--- config.mk ---
export PLATFORM = sky130hd
export DESIGN_NAME = therm_err_detect
export DESIGN_NICKNAME = d
export VERILOG_FILES = /design/src/rtl/tdet_pkg.sv /design/src/rtl/tdet_popcount.sv /design/src/rtl/tdet_subtract.sv /design/src/rtl/tdet_classify.sv /design/src/rtl/therm_err_detect.sv
export SDC_FILE = /design/constraint.sdc
export NUM_CORES = 1
export LEC_CHECK = 0
export BUFFER_PORTS_ARGS = -buffer_cell sky130_fd_sc_hd__buf_2
export CORE_ASPECT_RATIO = 1.2
export CORE_UTILIZATION = 40
export CTS_BUF_LIST = sky130_fd_sc_hd__clkbuf_16
export DETAILED_ROUTE_END_ITERATION = 6
export MAX_ROUTING_LAYER = met4
export PLACE_DENSITY = 0.72
export SLEW_MARGIN = 15
export SYNTH_ARGS = -nofsm -noshare
export SYNTH_HDL_FRONTEND = slang
export SYNTH_HIERARCHICAL = 1
export SYNTH_SLANG_ARGS = --single-unit
--- constraint.sdc ---
create_clock -name clk -period 0.8 [get_ports clk]
set_input_delay 0 -clock clk [delete_from_list [all_inputs] [get_ports clk]]
set_output_delay 0 -clock clk [all_outputs]
set_load 0.01 [all_outputs]
--- src/rtl/tdet_pkg.sv ---
package tdet_pkg;

  typedef enum logic [1:0] {
    GS_HOLD   = 2'b00,
    GS_FINE   = 2'b01,
    GS_MID    = 2'b10,
    GS_COARSE = 2'b11
  } gain_state_e;

endpackage

--- src/rtl/tdet_popcount.sv ---
module tdet_popcount #(
  parameter int THERM_W = 63,
  parameter int CNT_W   = $clog2(THERM_W + 1)
) (
  input  logic [THERM_W-1:0] therm,
  output logic [CNT_W-1:0]   count
);

  // Count of ones; any gap in the run (a bubble) still adds its ones.
  always_comb begin
    count = '0;
    for (int i = 0; i < THERM_W; i++) begin
      count = count + CNT_W'(therm[i]);
    end
  end

endmodule

--- src/rtl/tdet_subtract.sv ---
module tdet_subtract #(
  parameter int CNT_W = 6,
  parameter int ERR_W = CNT_W + 1
) (
  input  logic [CNT_W-1:0]        setpoint,
  input  logic [CNT_W-1:0]        count,
  output logic signed [ERR_W-1:0] diff,
  output logic [CNT_W-1:0]        mag,
  output logic                    neg
);

  logic signed [ERR_W-1:0] sp_ext;
  logic signed [ERR_W-1:0] cnt_ext;
  logic signed [ERR_W-1:0] inv;

  always_comb begin
    sp_ext  = signed'({1'b0, setpoint});
    cnt_ext = signed'({1'b0, count});
    diff    = sp_ext - cnt_ext;
    neg     = diff[ERR_W-1];
    inv     = -diff;
    mag     = neg ? inv[CNT_W-1:0] : diff[CNT_W-1:0];
  end

endmodule

--- src/rtl/tdet_classify.sv ---
module tdet_classify
  import tdet_pkg::*;
#(
  parameter int CNT_W      = 6,
  parameter int COARSE_BIT = 5,
  parameter int MID_BIT    = 3,
  parameter bit BIT_TEST   = 1'b1
) (
  input  logic [CNT_W-1:0] mag,
  output gain_state_e      state
);

  generate
    if (BIT_TEST) begin : g_bit_test
      // Fixed-priority probe of three single bits.
      always_comb begin
        if (mag[COARSE_BIT])  state = GS_COARSE;
        else if (mag[MID_BIT]) state = GS_MID;
        else if (mag[0])       state = GS_FINE;
        else                   state = GS_HOLD;
      end
    end else begin : g_range
      logic coarse_hit;
      logic mid_hit;
      logic fine_hit;
      always_comb begin
        coarse_hit = |mag[CNT_W-1:COARSE_BIT];
        mid_hit    = |mag[COARSE_BIT-1:MID_BIT];
        fine_hit   = |mag[MID_BIT-1:0];
        if (coarse_hit)    state = GS_COARSE;
        else if (mid_hit)  state = GS_MID;
        else if (fine_hit) state = GS_FINE;
        else               state = GS_HOLD;
      end
    end
  endgenerate

endmodule

--- src/rtl/therm_err_detect.sv ---
module therm_err_detect
  import tdet_pkg::*;
#(
  parameter int THERM_W    = 63,
  parameter int COARSE_BIT = 5,
  parameter int MID_BIT    = 3,
  parameter bit BIT_TEST   = 1'b1,
  localparam int CNT_W     = $clog2(THERM_W + 1),
  localparam int ERR_W     = CNT_W + 1
) (
  input  logic                    clk,
  input  logic                    rst_n,
  input  logic [THERM_W-1:0]      therm_i,
  input  logic [CNT_W-1:0]        ref_i,
  output logic signed [ERR_W-1:0] err_o,
  output logic                    err_neg_o,
  output logic [1:0]              state_o
);

  // Reset: asserted asynchronously, released through two flops.
  logic rst_meta_q;
  logic rst_sync_q;

  always_ff @(posedge clk or negedge rst_n) begin
    if (!rst_n) begin
      rst_meta_q <= 1'b0;
      rst_sync_q <= 1'b0;
    end else begin
      rst_meta_q <= 1'b1;
      rst_sync_q <= rst_meta_q;
    end
  end

  // Datapath
  logic [CNT_W-1:0]        count;
  logic signed [ERR_W-1:0] diff;
  logic [CNT_W-1:0]        mag;
  logic                    neg;
  gain_state_e             state_d;

  tdet_popcount #(.THERM_W(THERM_W), .CNT_W(CNT_W)) u_count (
    .therm (therm_i),
    .count (count)
  );

  tdet_subtract #(.CNT_W(CNT_W), .ERR_W(ERR_W)) u_sub (
    .setpoint (ref_i),
    .count    (count),
    .diff     (diff),
    .mag      (mag),
    .neg      (neg)
  );

  tdet_classify #(
    .CNT_W(CNT_W), .COARSE_BIT(COARSE_BIT), .MID_BIT(MID_BIT), .BIT_TEST(BIT_TEST)
  ) u_cls (
    .mag   (mag),
    .state (state_d)
  );

  // Next-state and registers
  logic                    upd_en;
  logic signed [ERR_W-1:0] err_d, err_q;
  logic                    neg_d, neg_q;
  gain_state_e             st_d, st_q;

  always_comb begin
    upd_en = 1'b1;
    err_d  = diff;
    neg_d  = neg;
    st_d   = state_d;
  end

  always_ff @(posedge clk or negedge rst_sync_q) begin
    if (!rst_sync_q) begin
      err_q <= '0;
      neg_q <= 1'b0;
      st_q  <= GS_HOLD;
    end else if (upd_en) begin
      err_q <= err_d;
      neg_q <= neg_d;
      st_q  <= st_d;
    end
  end

  assign err_o     = err_q;
  assign err_neg_o = neg_q;
  assign state_o   = st_q;

  // Assertions
  logic [ERR_W-1:0] mag_chk;
  always_comb mag_chk = err_q[ERR_W-1] ? ERR_W'(-err_q) : ERR_W'(err_q);

  assert_no_min_code_R2: assert property (@(posedge clk) disable iff (!rst_sync_q)
    err_q != signed'({1'b1, {(ERR_W-1){1'b0}}}));

  assert_sign_flag_R3: assert property (@(posedge clk) disable iff (!rst_sync_q)
    neg_q == err_q[ERR_W-1]);

  assert_coarse_mag_R4: assert property (@(posedge clk) disable iff (!rst_sync_q)
    (st_q == GS_COARSE) |-> (mag_chk >= ERR_W'(1 << COARSE_BIT)));

  assert_mid_below_coarse_R5: assert property (@(posedge clk) disable iff (!rst_sync_q)
    (st_q == GS_MID) |-> (mag_chk < ERR_W'(1 << COARSE_BIT)));

  assert_fine_nonzero_R6: assert property (@(posedge clk) disable iff (!rst_sync_q)
    (st_q == GS_FINE) |-> (mag_chk != '0));

  assert_zero_holds_R7: assert property (@(posedge clk) disable iff (!rst_sync_q)
    (err_q == '0) |-> (st_q == GS_HOLD));

endmodule

# Word-level counts from Yosys, hierarchy flattened
# Cells that the tools add are included.
[op_classes]
n_addsub = 64
n_mul = 0
div = 0
magnitude_cmp = 0
n_eq_ne = 0
n_shift = 0
n_mux = 4
bitwise = 0
n_reduce_logical = 0
[op_table]
columns = ["operator", "count"]
rows = [
  ["6-bit by 1-bit adder with 6-bit output", 61],
  ["6-bit by 6-bit subtractor with 7-bit output", 1],
  ["6-bit two-way mux", 1],
  ["6-bit negation", 1],
  ["2-bit two-way mux", 2],
  ["1-bit by 1-bit adder with 2-bit output", 1],
  ["1-bit two-way mux", 1],
]
[word_totals]
regBits = 12
latchBits = 0
ramBits = 0
rom_bits = 0
input_bits = 71
output_inout_bits = 10
wordCells = 73
memories = 0

# Depth between registers and ports, before layout
# Gate-level depths: netlist (run 1).
[depth]
ltp_word = 68
ltp_mapped = 28
ltp_nobuf = 28

# By module
# Netlist (run 1), hierarchy kept.
[modules_own_cells]
columns = ["module", "n_inst", "cells_each", "area_per_inst_um2"]
rows = [
  ["tdet_popcount", 1, 181, 1699.1],
  ["tdet_subtract", 1, 51, 384.1],
  ["therm_err_detect", 1, 13, 304.0],
  ["tdet_classify", 1, 3, 17.5],
]

# Worst setup path after synthesis (run 1)
# No wires, ideal clock.
[synth_timing]
kind = "input port to flip-flop"
startpoint = "input therm_i[35]"
endpoint = "register st_q[1], in the netlist state_o[1]"
arrival_time_ns = 6.551
required_time_ns = 0.676
path_slack_ns = -5.875
path_stages = 26
n_path_buf = 0
path_cell_list = "inv_1 > fa_1 > inv_1 > fa_1 > fa_1 > inv_1 > fa_1 > inv_1 > fa_1 > fa_1 > fa_1 > inv_1 > fa_1 > inv_1 > ha_1 > nor2b_1 > o31a_1 > o311ai_1 > inv_1 > ha_1 > nor3b_1 > a31oi_1 > o21ai_0 > a311o_1 > xnor2_1 > or2_1"
[synth_rtl]
columns = ["item", "line_no", "text"]
rows = [
  ["from (decl)", "therm_err_detect.sv:13", "input logic [THERM_W-1:0] therm_i,"],
  ["6-bit by 1-bit adder with 6-bit output (*) (28 in a row)", "tdet_popcount.sv:13", "count = count + CNT_W'(therm[i]);"],
  ["named net count[5]", "therm_err_detect.sv:35", "logic [CNT_W-1:0] count;"],
  ["6-bit by 6-bit subtractor with 7-bit output (*)", "tdet_subtract.sv:19", "diff = sp_ext - cnt_ext;"],
  ["named net diff[5]", "therm_err_detect.sv:36", "logic signed [ERR_W-1:0] diff;"],
  ["6-bit negation", "tdet_subtract.sv:21", "inv = -diff;"],
  ["6-bit two-way mux (*)", "tdet_subtract.sv:22", "mag = neg ? inv[CNT_W-1:0] : diff[CNT_W-1:0];"],
  ["named net mag[5]", "therm_err_detect.sv:37", "logic [CNT_W-1:0] mag;"],
  ["2-bit two-way mux (*)", "tdet_classify.sv:17", "if (mag[COARSE_BIT]) state = GS_COARSE;"],
  ["named net st_d[1]", "therm_err_detect.sv:65", "gain_state_e st_d, st_q;"],
  ["to (signal assigned)", "therm_err_detect.sv:82", "st_q <= st_d;"],
  ["to (decl)", "therm_err_detect.sv:65", ""],
]
# The timed path passes the listed nets; every way through them passes the cells marked *.

# Worst setup path after layout (run 1)
# Same ends and word-level chain as after synthesis.

==> results.sh, run 1 <==
export IMPL_outcome="finished with violations"
export IMPL_violations="setup timing"
export IMPL_syn_area_um2=2350
export IMPL_overflow=0
export IMPL_wl_per_cell_um=9.48
export IMPL_worstPathBufferInverterCount=8
export IMPL_syn_inst=240
export IMPL_gp_congestion=0.735
export IMPL_cap_violations=0
export IMPL_worst_path_max_fanout=4
export IMPL_worstHoldPathType="in2async"
export IMPL_via_per_inst=4.18
export IMPL_grt_pass1_wl_um=7060
export IMPL_pin_count=81
export IMPL_grt_start_max_net_pins=11
export IMPL_die_h_um=86.0
export IMPL_grt_usage_pct=14.5
export IMPL_hold_viol=0
export IMPL_path_class="in2reg"
export IMPL_num_rows=30
export IMPL_finalCriticalPeriod_ns=6.45
export IMPL_yosys_warnings=6
export IMPL_wirelength_um=4040
export IMPL_reg2reg_from="rst_meta_q"
export IMPL_cts_buffers=3
export IMPL_dieArea_um2=6190
export IMPL_cts_num_sinks=12
export IMPL_start_kind="primary input"
export IMPL_synth_area_per_cell_um2=9.79
export IMPL_root_buffer="clkbuf_16"
export IMPL_grt_pass1_vias=1886
export IMPL_worstPathRequired_ns=0.91
export IMPL_grt_setup_unrepaired="true"
export IMPL_fillers=496
export IMPL_diodes=0
export IMPL_max_stage_delay_ns=0.54
export IMPL_setup_viol=10
export IMPL_syn_nets=383
export IMPL_min_period_over_period_pct=807
export IMPL_clockBufferDepth=2
export IMPL_cp_top_family="adder cells"
export IMPL_dieWidth_um=72.0
export IMPL_htreeDepth=1
export IMPL_core_area_um2=5670
export IMPL_arrival_ns=6.57
export IMPL_cp_slowest_cell="fa_1"
export IMPL_ant_nets=0
export IMPL_antenna_found_initial=0
export IMPL_port_buffers=80
export IMPL_finClkSkew_ns=0.00191
export IMPL_via_count=1780
export IMPL_setup_slack_ns=-5.65
export IMPL_endpoint_kind="flip-flop"
export IMPL_drv_slew=0
export IMPL_startpoint="therm_i[35]"
export IMPL_area_growth_pct=38.9
export IMPL_dr_pass1_iters=2
export IMPL_clkTransAtPathRegs_ns=0.04
export IMPL_place_ws_ns=-6.08
export IMPL_cts_tree="done"
export IMPL_layout_drive_gt1_share_pct=40.8
export IMPL_nNetsFinal=490
export IMPL_start_util_pct=41.5
export IMPL_insertion_delay_ns=0.23
export IMPL_hpwl_um=3750
export IMPL_fmax_mhz=155
export IMPL_remaining_drc_errors=0
export IMPL_initialDrtViolationCount=14
-- state kept, by name (all words and copies together) (netlist names) --
signal and count:
err_o 7, state_o 2, err_neg_o 1, rst_meta_q 1, rst_sync_q 1
-- layer usage --
layer	global-route usage [%]	routed length (um)	up-vias
li1	-	-	871
met1	14.4	1450	856
met2	29.4	2440	51
met5	-	0	-
met4	3.92	31	0
met3	1.18	124	2
-- path summary, 6_finish.rpt --
check                             endpoint  slack, ns  cells after the start
worst max-delay path            state_o[1]      -5.65                     28
worst min-delay path            rst_meta_q       0.10                      2
worst max register to register  rst_sync_q       0.33                      0
worst min register to register    err_o[5]       0.15                      0
max in group asynchronous         err_o[4]       0.39                      0
min in group clk                  err_o[1]       0.14                      2
-- timing repair --
action / in CTS / in global routing
gates resized for setup: 19 / 1
endpoints found under the hold margin: 2 / 0
setup buffers: 3 / 3
pin swaps: 18 / 7
gates cloned: 0 / 0
endpoints found under the setup margin: 10 / 10
hold buffers: 1 / 0
-- area by class of cell --
type / instances / area, um2 / share of cell area [%]
clock buffers: 3 / 75.1 / 2.30
well taps: 80 / 100 / 3.07
flip-flops and latches: 12 / 300 / 9.20
multi-input cells: 113 / 1750 / 53.7
clock inverters: 1 / 3.75 / 0.115
repair buffers: 104 / 601 / 18.4
inverters: 113 / 432 / 13.2
-- placed cells by master, fill, tap and decap left out, types with 3 or more instances in the layout --
cell and instances:
a21o_1 3, a21oi_2 3, buf_2 79, buf_4 21, clkbuf_16 3, dfrtp_1 12, fa_1 46, fa_2 8
ha_1 12, ha_4 6, inv_1 103, inv_2 9
-- per-stage QoR --
stage	utilization [%]	TNS (ns)	hold WS, ns	std cells	area (um2)
floorplan	-	-50.63	-0.296	240	2450
global placement	54.1	-53.54	-0.215	416	3070
finish	57.6	-51.30	0.101	426	3260
CTS	57.2	-51.23	0.0779	424	3240
global route	57.6	-53.41	0.105	426	3260
detailed placement	54.1	-54.49	-0.214	416	3070
Power of run 1 is left out: the tool's default activity adds up to more than one toggle a clock period on the data nets, which glitch-free logic cannot reach.
==> run 2: changes to the inputs <==
Settings changed: SYNTH_HIERARCHICAL 1 to not set.
==> run 2 against run 1 <==
The flow still finishes with violations (setup timing). Sequential share of layout area is 1.1 points lower. Core utilization is 1.7 points higher. Setup slack better by 0.098 ns. Count of clock-buffer cells in the layout stayed put. Critical endpoint is now state_o[0]. Die area is 1.1% higher. Routed wire length is 4.3% higher.
==> results.sh, run 2 <==
export IMPL_grt_start_max_net_pins=10
export IMPL_cts_num_sinks=11
export IMPL_worstHoldPathType="in2async"
export IMPL_synth_edff_count=0
export IMPL_final_common_cell="inv_1"
export IMPL_remaining_drc_errors=0
export IMPL_largest_reg_flops=7
export IMPL_wl_per_cell_um=9.80
export IMPL_layout_drive_gt1_share_pct=43.1
export IMPL_cts_tree="done"
export IMPL_outcome="finished with violations"
export IMPL_fmax_mhz=157
export IMPL_hold_viol=0
export IMPL_start_kind="primary input"
export IMPL_wirelength_um=4210
export IMPL_overflow=0
export IMPL_final_cell_mix="inv_1 (97), buf_2 (76), fa_1 (47)"
export IMPL_setup_viol=9
export IMPL_final_core_util_pct=59.3
export IMPL_whs_ns=0.0726
export IMPL_ant_nets=0
export IMPL_die_h_um=86.5
export IMPL_ys_top_cells_by_count="inv_1 (108), fa_1 (54), ha_1 (20)"
export IMPL_arrival_ns=6.47
export IMPL_grt_pass1_vias=1870
export IMPL_fillers=497
export IMPL_synth_flop_cell="dfrtp_1"
export IMPL_via_per_inst=4.19
export IMPL_clkTransAtPathRegs_ns=0.04
export IMPL_num_rows=30
export IMPL_worst_path_max_fanout=3
export IMPL_finClkSkew_ns=0.000690
export IMPL_syn_area_um2=2380
export IMPL_setup_slack_ns=-5.55
export IMPL_grt_pass1_wl_um=7200
export IMPL_synth_area_per_cell_um2=9.91
export IMPL_root_buffer="clkbuf_16"
export IMPL_violations="setup timing"
export IMPL_insertion_delay_ns=0.24
export IMPL_antenna_found_initial=0
export IMPL_synth_seq_cells=11
export IMPL_grt_usage_pct=14.9
export IMPL_initialDrtViolationCount=43
export IMPL_endpoint_kind="flip-flop"
export IMPL_clockBufferDepth=2
export IMPL_path_class="in2reg"
export IMPL_area_growth_pct=42.4
export IMPL_yosysMostFrequentCell="inv_1"
export IMPL_cts_buffers=3
export IMPL_via_count=1803
export IMPL_grt_setup_unrepaired="true"
export IMPL_dieWidth_um=72.4
export IMPL_final_cell_area_um2=3380
export IMPL_yosys_warnings=0
export IMPL_multi_input_area_um2=1870
export IMPL_cap_violations=0
export IMPL_synth_area_leaders="fa_1 (45%), inv_1 (17%), dfrtp_1 (12%)"
export IMPL_drv_slew=0
export IMPL_synth_seq_area_share_pct=11.6
export IMPL_finalCriticalPeriod_ns=6.35
export IMPL_seqCellArea_um2=275
export IMPL_core_area_um2=5710
export IMPL_dieArea_um2=6260
export IMPL_start_util_pct=41.7
export IMPL_fin_setup_tns_ns=-45.34
export IMPL_diodes=0
export IMPL_worstPathRequired_ns=0.92
export IMPL_synth_distinct_cells=33
export IMPL_dr_pass1_iters=4
export IMPL_hpwl_um=3670
export IMPL_pin_count=81
export IMPL_yosys_area_top_type="fa_1"
export IMPL_htreeDepth=1
export IMPL_nNetsFinal=496
export IMPL_async_flop_share_pct=100
export IMPL_syn_nets=385
export IMPL_gp_congestion=0.782
export IMPL_synth_top_area_share_pct=45.5
export IMPL_port_buffers=80
export IMPL_min_period_over_period_pct=794
export IMPL_syn_inst=240
export IMPL_post_dp_cell_area_um2=3090
==> run 2: cell type report <==
type                    count  area share, %
inverters                 109           12.3
repair buffers            107           18.9
clock buffers               3           2.22
multi-input cells         119           55.4
clock inverters             1          0.111
well taps                  80           2.96
flip-flops and latches     11           8.13
==> run 2: path summary, 6_finish.rpt <==
| check | slack (ns) | startpoint | end | cells after the start |
|---|---|---|---|---|
| worst max-delay path | -5.55 | therm_i[1] | state_o[0] | 23 |
| worst min-delay path | 0.07 | rst_n | rst_meta_q | 2 |
| worst max register to register | 0.33 | rst_meta_q | rst_sync_q | 0 |
| worst min register to register | 0.14 | rst_sync_q | err_o[3] | 0 |
| max in group asynchronous | 0.41 | rst_sync_q | err_o[1] | 0 |
| min in group clk | 0.16 | ref_i[1] | err_o[1] | 2 |
==> run 2: layer usage <==
layer  share of wire (%)  global-route usage [%]  vias up
met1                  38                    16.0      851
met3                 4.5                   0.814        6
met5                   0                       -        -
met2                  57                    29.3       60
li1                    -                       -      886
met4                 1.3                    3.74        0
==> run 2: cell families (layout without fill, tap and decap cells) <==
| group | Yosys count | in the layout | share of synthesized area [%] |
|---|---|---|---|
| multiplexers | 4 | 4 | 1.68 |
| AND/OR/NAND/NOR | 17 | 17 | 4.95 |
| AO/OA/AOI/OAI | 16 | 16 | 5.21 |
| adder cells (fa/ha/maj) | 74 | 74 | 56.0 |
| flip-flops | 11 | 11 | 11.6 |
| other | 1 | 1 | 0.158 |
| XOR/XNOR | 7 | 7 | 2.89 |
| buffers and inverters | 110 | 220 | 17.5 |
==> run 2: what timing repair did <==
item,in CTS,in global routing
hold endpoints to repair,2,0
endpoints found under the setup margin,9,9
resized for setup,20,8
pin swaps,22,2
hold buffers,1,0
buffers inserted,4,2
==> run 2: critical path, cell delays in order <==
cell and delay, ns:
buf_6 0.09, ha_4 0.25, inv_2 0.03, fa_1 0.44
fa_1 0.51, fa_1 0.46, fa_2 0.56, fa_2 0.44
fa_1 0.51, fa_2 0.44, fa_1 0.51, inv_2 0.05
ha_4 0.16, fa_2 0.36, buf_4 0.16, xnor2_4 0.17
ha_4 0.19, buf_4 0.13, o2bb2ai_4 0.10, o2111a_2 0.30
nor3_4 0.26, mux2i_1 0.26, a211oi_2 0.09
==> run 2: per-stage QoR <==
stage	std cells	setup slack, ns
floorplan	240	-5.59
global placement	419	-5.86
detailed placement	419	-5.94
CTS	428	-5.54
global route	430	-5.79
finish	430	-5.55
Power of run 2 is left out for the same reason.
==> run 3: changes to the inputs <==
Clock period 0.8 ns to 7.58 ns, I/O delays scaled along.
==> run 3 against run 2 <==
The flow now finishes without violations. Sequential share of layout area increased by 1.2 points. Largest cell class unchanged. Die area unchanged. Design area decreased by 13%.
==> results.sh, run 3 (synthesis results as in run 2) <==
export IMPL_outcome="finished clean"
export IMPL_fillers=544
export IMPL_insertion_delay_ns=0.23
export IMPL_start_util_pct=41.7
export IMPL_grt_setup_unrepaired="false"
export IMPL_cp_slowest_cell="fa_1"
export IMPL_cts_buffers=3
export IMPL_final_cell_mix="inv_1 (109), buf_2 (80), fa_1 (54)"
export IMPL_wirelength_um=3690
export IMPL_pin_count=81
export IMPL_min_period_over_period_pct=91.6
export IMPL_via_count=1704
export IMPL_cp_top_family="adder cells"
export IMPL_hold_viol=0
export IMPL_reg2reg_from="rst_meta_q"
export IMPL_post_dp_cell_area_um2=2870
export IMPL_final_cell_area_um2=2960
export IMPL_remaining_drc_errors=0
export IMPL_endpoint_kind="flip-flop"
export IMPL_htreeDepth=1
export IMPL_postCtsSetupRepairBufs=0
export IMPL_cap_violations=0
export IMPL_dieWidth_um=72.4
export IMPL_core_area_um2=5710
export IMPL_start_kind="primary input"
export IMPL_dp_cells=399
export IMPL_drv_slew=0
export IMPL_largest_reg_flops=7
export IMPL_gp_congestion=0.729
export IMPL_r2r_end="rst_sync_q"
export IMPL_worstMarginPinSlew_ns=0.530
export IMPL_grt_pass1_wl_um=6260
export IMPL_finClkSkew_ns=0.000898
export IMPL_dr_pass1_iters=4
export IMPL_die_h_um=86.5
export IMPL_worst_path_max_fanout=6
export IMPL_wl_per_cell_um=9.14
export IMPL_overflow=0
export IMPL_port_buffers=80
export IMPL_diodes=0
export IMPL_setup_viol=0
export IMPL_instances_no_fill=404
export IMPL_clockBufferDepth=2
export IMPL_relSlewSlack_pct=64.6
export IMPL_fmax_mhz=144
export IMPL_clkTransAtPathRegs_ns=0.04
export IMPL_area_growth_pct=24.5
export IMPL_r2r_cells=0
export IMPL_worstPathRequired_ns=7.72
export IMPL_finalCriticalPeriod_ns=6.94
export IMPL_grt_start_max_net_pins=10
export IMPL_final_core_util_pct=51.9
export IMPL_layout_drive_gt1_share_pct=27.8
export IMPL_final_common_cell="inv_1"
export IMPL_grt_pass1_vias=1782
export IMPL_arrival_ns=7.09
export IMPL_grt_usage_pct=12.6
export IMPL_path_class="in2reg"
export IMPL_fin_setup_tns_ns=0
export IMPL_initialDrtViolationCount=17
export IMPL_ant_nets=0
export IMPL_via_per_inst=4.22
export IMPL_reg2reg_slack_ns=7.12
export IMPL_max_stage_delay_ns=0.56
export IMPL_worstHoldPathType="in2async"
export IMPL_cts_tree="done"
export IMPL_dieArea_um2=6260
export IMPL_antenna_found_initial=0
export IMPL_worstPathBufferInverterCount=6
export IMPL_crit_top_cell="fa_1"
export IMPL_nNetsFinal=470
export IMPL_hpwl_um=3590
export IMPL_root_buffer="clkbuf_16"
export IMPL_num_rows=30
export IMPL_cts_num_sinks=11
## run 3: cell types whose count changed in the layout (fill, tap and decap cells not counted), sizes merged
cell,previous run,this run
buf,106,80
## run 3: per-layer routing
metal | part of all wire (%) | GRT usage (%) | wire (um)
met1 | 39 | 12.5 | 1420
met2 | 58 | 26.5 | 2130
met3 | 3.7 | 0.349 | 138
met4 | 0 | 2.14 | 0
met5 | 0 | - | 0
## run 3: what timing repair did
action	in CTS	in global routing
hold buffers	1	0
resized for setup	0	0
endpoints found under the hold margin	2	0
## run 3: worst max path at each step
stage	start	cells after the start	end
after global routing	therm_i[0]	28	state_o[0]
after detailed placement	therm_i[0]	28	state_o[0]
after global placement	therm_i[0]	28	state_o[0]
after CTS	therm_i[0]	28	state_o[0]
after floorplan	therm_i[0]	27	state_o[0]
final	therm_i[0]	28	state_o[0]
## run 3: final cells by class
class | instances | area [um2] | share of cell area [%]
timing repair buffer | 81 | 410 | 13.9
tap | 80 | 100 | 3.38
clock buffer | 3 | 75.1 | 2.54
multi-input combinational | 119 | 1690 | 57.0
clock inverter | 1 | 3.75 | 0.127
sequential | 11 | 275 | 9.30
inverter | 109 | 409 | 13.8
## run 3: through the flow
stage                     hold WS [ns]  setup slack (ns)
after floorplan                 -0.296             0.892
after global placement          -0.215             0.585
after detailed placement        -0.214             0.421
after CTS                       0.0802             0.622
after global routing            0.0928             0.274
final                           0.0764             0.636
Power of run 3 is left out for the same reason.
